**src/rtl/fg_pkg.sv**
```systemverilog
package fg_pkg;
  typedef enum logic [1:0] {
    ERR_NONE     = 2'b00,
    ERR_NO_START = 2'b01,
    ERR_NO_END   = 2'b10,
    ERR_MARKER   = 2'b11
  } fg_err_e;

  typedef enum logic [1:0] {
    CNT_HOLD  = 2'b00,
    CNT_LOAD1 = 2'b01,
    CNT_INC   = 2'b10
  } fg_cnt_op_e;
endpackage

```
**src/rtl/fg_decide.sv**
```systemverilog
module fg_decide
  import fg_pkg::*;
(
  input  logic       beat,
  input  logic       first,
  input  logic       last,
  input  logic       open_q,
  input  logic       at_end,
  output logic       open_d,
  output fg_cnt_op_e cnt_op,
  output fg_err_e    err
);
  always_comb begin
    open_d = open_q;
    cnt_op = CNT_HOLD;
    err    = ERR_NONE;
    if (beat) begin
      if (!open_q) begin
        if (!first) begin
          err = ERR_NO_START;
        end else if (last) begin
          err = ERR_MARKER;
        end else begin
          open_d = 1'b1;
          cnt_op = CNT_LOAD1;
        end
      end else if (first) begin
        err = ERR_MARKER;
        if (last) begin
          open_d = 1'b0;
        end else begin
          cnt_op = CNT_LOAD1;
        end
      end else if (at_end) begin
        open_d = 1'b0;
        if (!last) begin
          err = ERR_NO_END;
        end
      end else if (last) begin
        open_d = 1'b0;
        err    = ERR_MARKER;
      end else begin
        cnt_op = CNT_INC;
      end
    end
  end
endmodule

```
**src/rtl/fg_counter.sv**
```systemverilog
module fg_counter
  import fg_pkg::*;
#(
  parameter int CNT_W = 14
) (
  input  logic             clk,
  input  logic             rst_n,
  input  fg_cnt_op_e       op,
  output logic [CNT_W-1:0] cnt_q
);
  logic [CNT_W-1:0] cnt_d;
  logic             cnt_en;

  always_comb begin
    cnt_en = (op != CNT_HOLD);
    cnt_d  = cnt_q;
    unique case (op)
      CNT_LOAD1: cnt_d = CNT_W'(1);
      CNT_INC:   cnt_d = cnt_q + CNT_W'(1);
      default:   cnt_d = cnt_q;
    endcase
  end

  always_ff @(posedge clk or negedge rst_n) begin
    if (!rst_n) begin
      cnt_q <= '0;
    end else if (cnt_en) begin
      cnt_q <= cnt_d;
    end
  end
endmodule

```
**src/rtl/fg_stage.sv**
```systemverilog
module fg_stage
  import fg_pkg::*;
#(
  parameter int DATA_W = 16
) (
  input  logic              clk,
  input  logic              rst_n,
  input  logic              beat,
  input  logic              first,
  input  logic              last,
  input  logic [DATA_W-1:0] data,
  input  fg_err_e           err,
  output logic              out_valid,
  output logic              out_first,
  output logic              out_last,
  output logic [DATA_W-1:0] out_data,
  output logic [1:0]        err_code
);
  always_ff @(posedge clk or negedge rst_n) begin
    if (!rst_n) begin
      out_valid <= 1'b0;
      err_code  <= 2'b00;
    end else begin
      out_valid <= beat;
      err_code  <= err;
    end
  end

  always_ff @(posedge clk or negedge rst_n) begin
    if (!rst_n) begin
      out_first <= 1'b0;
      out_last  <= 1'b0;
      out_data  <= '0;
    end else if (beat) begin
      out_first <= first;
      out_last  <= last;
      out_data  <= data;
    end
  end
endmodule

```
**src/rtl/frame_guard.sv**
```systemverilog
module frame_guard
  import fg_pkg::*;
#(
  parameter int FRAME_LEN = 8192,
  parameter int DATA_W    = 16
) (
  input  logic              clk,
  input  logic              rst_n,
  input  logic              in_valid,
  input  logic              in_ready,
  input  logic              in_first,
  input  logic              in_last,
  input  logic [DATA_W-1:0] in_data,
  output logic              out_valid,
  output logic              out_first,
  output logic              out_last,
  output logic [DATA_W-1:0] out_data,
  output logic [1:0]        err_code
);
  localparam int CNT_W = $clog2(FRAME_LEN + 1);
  localparam logic [CNT_W-1:0] END_IDX = CNT_W'(FRAME_LEN - 1);

  logic             beat;
  logic             open_q;
  logic             open_d;
  logic             at_end;
  logic [CNT_W-1:0] cnt_q;
  fg_cnt_op_e       cnt_op;
  fg_err_e          err;

  assign beat   = in_valid & in_ready;
  assign at_end = (cnt_q == END_IDX);

  fg_decide u_decide (
    .beat   (beat),
    .first  (in_first),
    .last   (in_last),
    .open_q (open_q),
    .at_end (at_end),
    .open_d (open_d),
    .cnt_op (cnt_op),
    .err    (err)
  );

  always_ff @(posedge clk or negedge rst_n) begin
    if (!rst_n) begin
      open_q <= 1'b0;
    end else if (beat) begin
      open_q <= open_d;
    end
  end

  fg_counter #(.CNT_W(CNT_W)) u_counter (
    .clk   (clk),
    .rst_n (rst_n),
    .op    (cnt_op),
    .cnt_q (cnt_q)
  );

  fg_stage #(.DATA_W(DATA_W)) u_stage (
    .clk       (clk),
    .rst_n     (rst_n),
    .beat      (beat),
    .first     (in_first),
    .last      (in_last),
    .data      (in_data),
    .err       (err),
    .out_valid (out_valid),
    .out_first (out_first),
    .out_last  (out_last),
    .out_data  (out_data),
    .err_code  (err_code)
  );
endmodule

```
**config.mk**
```make
export PLATFORM = sky130hd
export DESIGN_NAME = frame_guard
export DESIGN_NICKNAME = d
export VERILOG_FILES = /design/src/rtl/fg_pkg.sv /design/src/rtl/fg_decide.sv /design/src/rtl/fg_counter.sv /design/src/rtl/fg_stage.sv /design/src/rtl/frame_guard.sv
export SDC_FILE = /design/constraint.sdc
export NUM_CORES = 1
export LEC_CHECK = 0
export BUFFER_PORTS_ARGS = -buffer_cell sky130_fd_sc_hd__buf_4
export CORE_MARGIN = 2
export CORE_UTILIZATION = 56
export CTS_CLUSTER_SIZE = 16
export DETAILED_ROUTE_END_ITERATION = 7
export GPL_TIMING_DRIVEN = 1
export PLACE_DENSITY = 0.86
export SLEW_MARGIN = 20
export SYNTH_ARGS = -nofsm -noshare
export SYNTH_HDL_FRONTEND = slang
export SYNTH_HIERARCHICAL = 1
export SYNTH_SLANG_ARGS = --single-unit
```
**constraint.sdc**
```tcl
create_clock -name clk -period 3.55 [get_ports clk]
set_clock_uncertainty 0.1 [all_clocks]
set_input_delay 0.8875 -clock clk [delete_from_list [all_inputs] [get_ports clk]]
set_output_delay 0.8875 -clock clk [all_outputs]
set_load 0.02 [all_outputs]
```
* Word level (Yosys, flattened, before mapping)
Cells that the tools add are included.
** Cells by class
- Reduce and logical (&&, ||, !) cells :: 3
- $lt $le $gt $ge :: 0
- Eq/ne operators :: 3
- Multipliers :: 0
- Div/mod/pow operators :: 0
- Bitwise gates (word level) :: 1
- Add/sub/neg operators :: 1
- Multiplexer cells :: 19
- Shift-type cells :: 0
** Operators by type and width (number)
- case mux 14 bit (2 select lines) :: 1
- two-way mux 2 bit :: 12
- adder 14 x 1 -> 14 bit (second input constant) :: 1
- equality test 14 x 13 -> 1 bit (second input constant) :: 1
- two-way mux 1 bit :: 6
- nonzero test 2 bit :: 2
- equality test 2 x 1 -> 1 bit (second input constant) :: 1
- equality test 2 bit (second input constant) :: 1
- AND reduction 2 bit :: 1
- bitwise AND 1 bit :: 1
** Word-level totals
- Word-level logic and storage cells :: 34
- Register bits after elaboration :: 36
- Bits in latches :: 0
- Output and inout port bits :: 21
- ROM bits :: 0
- Memory bits (writable) :: 0
- Memories :: 0

* Logic depth before layout (Yosys ltp)
- Depth in word-level cells :: 8
- Depth in mapped cells :: 11
- Mapped depth without buffers :: 11

* By module
Netlist, hierarchy kept.
** By module, submodules not included
- fg_stage :: area each 797.0 um2, instances 1, cells an instance 41
- fg_counter :: area each 759.5 um2, instances 1, cells an instance 76
- fg_decide :: area each 103.8 um2, instances 1, cells an instance 17
- frame_guard :: area each 80.1 um2, instances 1, cells an instance 8

* Worst setup path before layout
Ideal clock, no wire load.
- Kind :: in2reg
- Start point :: input port in_valid
- End point :: register u_counter.cnt_q[13]
- Data required time :: 3323 ps
- Cell stages on the path :: 8
- Setup slack :: 1073 ps
- Arrival :: 2250 ps
- Setup time :: 127 ps
- Path through :: and2_4 -> and3_4 -> inv_1 -> ha_1 -> buf_2 -> nor2_1 -> or2_2 -> mux2i_1
** On the way
- Word-level cells in the longest chain between the ends :: 5
** RTL lines
- start: declaration :: line frame_guard.sv:9 : input logic in_valid,
- bitwise AND 1 bit (*) :: line frame_guard.sv:31 : assign beat = in_valid & in_ready;
- two-way mux 2 bit (*) :: line fg_decide.sv:17 : if (beat) begin
- net cnt_op[0] :: line frame_guard.sv:28 : fg_cnt_op_e cnt_op;
- equality test 2 x 1 -> 1 bit or equality test 2 bit (tied branches) :: line fg_counter.sv:17 : unique case (op)
- nonzero test 2 bit (no source line)
- AND reduction 2 bit (no source line)
- end signal: assignment :: line fg_counter.sv:28 : cnt_q <= cnt_d;
- end: declaration :: line fg_counter.sv:9 : output logic [CNT_W-1:0] cnt_q
Mark *: on every way through the listed nets, which the timed path passes. The rest lies on a longest branch.
A chain may end at the register's enable or synchronous reset.

* Worst setup path after layout
- Start point :: register u_counter.cnt_q[2]
- End point :: register u_counter.cnt_q[11]
** On the way
- Word-level cells in the longest chain between the ends :: 8
** RTL lines
- equality test 14 x 13 -> 1 bit (*) :: line frame_guard.sv:32 : assign at_end = (cnt_q == END_IDX);
- net at_end :: line frame_guard.sv:26 : logic at_end;
- two-way mux 2 bit (*) :: line fg_decide.sv:34 : end else if (at_end) begin
- two-way mux 2 bit (*) :: line fg_decide.sv:27 : end else if (first) begin
- two-way mux 2 bit (*) :: line fg_decide.sv:18 : if (!open_q) begin
- two-way mux 2 bit (*) :: line fg_decide.sv:17
- net cnt_op[1] :: line frame_guard.sv:28
- equality test 2 x 1 -> 1 bit or equality test 2 bit (tied branches) :: line fg_counter.sv:17
- nonzero test 2 bit (no source line)
- AND reduction 2 bit (no source line)
Marks and branches as above.

==> flow_summary.ini <==
[yosys]
synth_top_area_share = 0.518
synth-edff-count = 0
synth_top_area_cell = dfrtp_1
ys_seq_area_frac = 0.518
yosysMostFrequentCell = dfrtp_1
syn_area_um2 = 1740
syn_nets = 169
synth_area_per_cell_um2 = 12.3
ys_async_sr_fraction = 1.00
yosys.cell_types.count = 31
synth_area_leaders = dfrtp_1 52%, mux2_4 9.5%, mux2_2 5.2%
ys_ff_latch = 36
synth_common_cells = 36 x dfrtp_1, 12 x nor2_1, 11 x mux2_4
synth_cells = 142
synth-warning-count = 6
synth-main-ff-cell = dfrtp_1

[floorplanning]
dieArea_um2 = 3570
rows = 20
die_h_um = 59.8
start_util = 0.580
io_pins = 43
core_area_um2 = 3000
die_w_um = 59.8

[pwr]
p_int_mw = 0.651
clkPwrFrac = 0.251
power_frac_seq = 0.527
p_comb_frac = 0.222
p_leak_nw = 1.01
power_switching_mw = 0.257
swShare = 0.283
totalPowerFinal_mw = 0.907
ir_worst_vdd_v = 0.000249
power_density_nw_per_um2 = 425

[cts]
cts_buffers = 5
cts.htree.levels = 2
clock_latency_ns = 0.34
hold_buffers = 0
cts_tree = yes
clk_root_buffer_cell = clkbuf_4
post_cts_buffers = 0
cts_resized = 0
clock_sinks = 36
clock_path_buffers = 2
clk_pin_slew_ns = 0.11

[sta]
worstMarginPinSlew_ns = 0.433
fin_tns_setup_ns = 0
setup_viol = 0
fin_crit_sh = 0.794
post-route-min-period_ns = 2.82
final-max-slew-violation-count = 0
max_clock_freq_ghz = 0.355
relSlewSlack = 0.711
hold_viol = 0
rsz0062_at_grt = no

[critical_path]
crit_path_start_kind = register
end_kind = register
critPathSlowestCell = dfrtp_1
cp.arrival_ns = 2.95
critPathKind = register to register
path_max_fanout = 11
critical_path.max_stage_delay_ns = 0.49
worst-r2r-setup-slack_ns = 0.73
critical_path.cell_chain = nand4_1 > nor4_1 > inv_1 > ha_1 > inv_1 > nor3_1 > ha_1 > nand3b_4 > nor4_2 > xnor2_1 > nor2_1
cp.required_ns = 3.68

[drt]
final_antenna_net_count = 0
via_count = 1236
drtPass1Iterations = 4
routed_via_density = 5.52
drt-initial-drc-count = 28
drt_wl_total_mm = 3.45
wl_per_cell_um = 15.4
drc = 0

[cells_and_area]
area_delta_synth_final_pct = 22.8
num_antenna_cells = 0
fillers = 229
drive_above_1_share = 0.419
nets = 217

[place]
dp_hpwl_mm = 2.60
gp_congestion = 0.852
portBuffers = 42

[global_route]
grt_util_all_layers = 0.208
grt_use_met2 = 0.349
use_met1 = 0.240
busiest_layer = met2
antenna_found_initial = 0
grtUsageMet3 = 0.0779
grt_max_degree = 37
gr-total-overflow = 0
grt_pass1_vias = 1247
grt_pass1_wl_mm = 5.44

[status]
status = completed

[job]
drv_cap = 0

[worst_hold_path]
min-delay-path-class = input port to async pin
[final timing paths]
check                                           startpoint  cells past startpoint                              end
setup / recovery            u_counter/cnt_q[2]$_DFFE_PN0P_                     11  u_counter/cnt_q[11]$_DFFE_PN0P_
hold / removal                                       rst_n                      1  u_stage/out_data[6]$_DFFE_PN0P_
setup reg to reg            u_counter/cnt_q[2]$_DFFE_PN0P_                     11  u_counter/cnt_q[11]$_DFFE_PN0P_
hold reg to reg            u_stage/out_data[0]$_DFFE_PN0P_                      1  u_stage/out_data[0]$_DFFE_PN0P_
max in group asynchronous                            rst_n                      1   u_counter/cnt_q[9]$_DFFE_PN0P_
min in group clk           u_stage/out_data[0]$_DFFE_PN0P_                      1  u_stage/out_data[0]$_DFFE_PN0P_
[power groups by stage]
stage | clock network (mW) | logic, mW | registers [mW]
floorplan | 0 | 0.0736 | 0.522
finish | 0.227 | 0.201 | 0.478
global route | 0.248 | 0.215 | 0.483
detailed placement | 0 | 0.204 | 0.487
CTS | 0.234 | 0.204 | 0.479
global placement | 0 | 0.199 | 0.483
[area by class of cell]
class                           count  area [um2]  share of cell area
Clock inverter                      2        10.0             0.00468
Clock buffer                        6        51.3              0.0240
Sequential cell                    36         901               0.422
Tap cell                           33        41.3              0.0193
Timing Repair Buffer               44         330               0.155
Multi-Input combinational cell     96         777               0.364
Inverter                            7        26.3              0.0123
[layout by cell type, fill, tap and decap left out, types with 7 or more instances in the layout]
cell	instances
nand2_1	8
xnor2_1	7
o21ai_0	7
mux2_2	8
mux2_4	11
nor2_1	12
buf_4	44
inv_1	7
dfrtp_1	36
[cells by family (layout without fill, tap and decap cells)]
logic type | count (synthesis) | count (layout) | synth area share
buffers and inverters | 10 | 59 | 0.0359
muxes | 23 | 23 | 0.170
xor gates and xnor gates | 7 | 7 | 0.0352
AOI/OAI and AO/OA | 13 | 13 | 0.0417
adders and majority gates | 5 | 5 | 0.0359
and+or+nand+nor | 48 | 48 | 0.164
DFF | 36 | 36 | 0.518
[sequential cells by signal, indices dropped and copies added, names as in the netlist]
| register | count |
|---|---|
| open_q | 1 |
| u_counter/cnt_q | 14 |
| u_stage/err_code | 2 |
| u_stage/out_data | 16 |
| u_stage/out_first | 1 |
| u_stage/out_last | 1 |
| u_stage/out_valid | 1 |
[routing by layer]
layer	up-vias	wire (um)
met4	0	64
met3	10	183
met2	34	1850
li1	588	-
met5	-	0
met1	604	1340
[critical path: cells and delay by family (launching register included)]
kind | cells | cell delay [ns]
AND/OR/NAND/NOR | 6 | 1.15
buffers and inverters | 2 | 0.18
adder cells (fa/ha/maj) | 2 | 0.62
XOR/XNOR | 1 | 0.17
flip-flops | 1 | 0.49
[per-stage QoR]
stage	area [um2]	hold slack (ns)	instances	setup slack (ns)	util
after floorplan	1740	0.410	142	1.07	-
after global placement	2080	0.392	216	0.821	0.691
after detailed placement	2080	0.400	216	0.701	0.691
after CTS	2140	0.386	224	0.751	0.712
after global routing	2140	0.408	224	0.538	0.712
final	2140	0.377	224	0.732	0.712
Note: power is estimated with default switching activity, not from simulation.
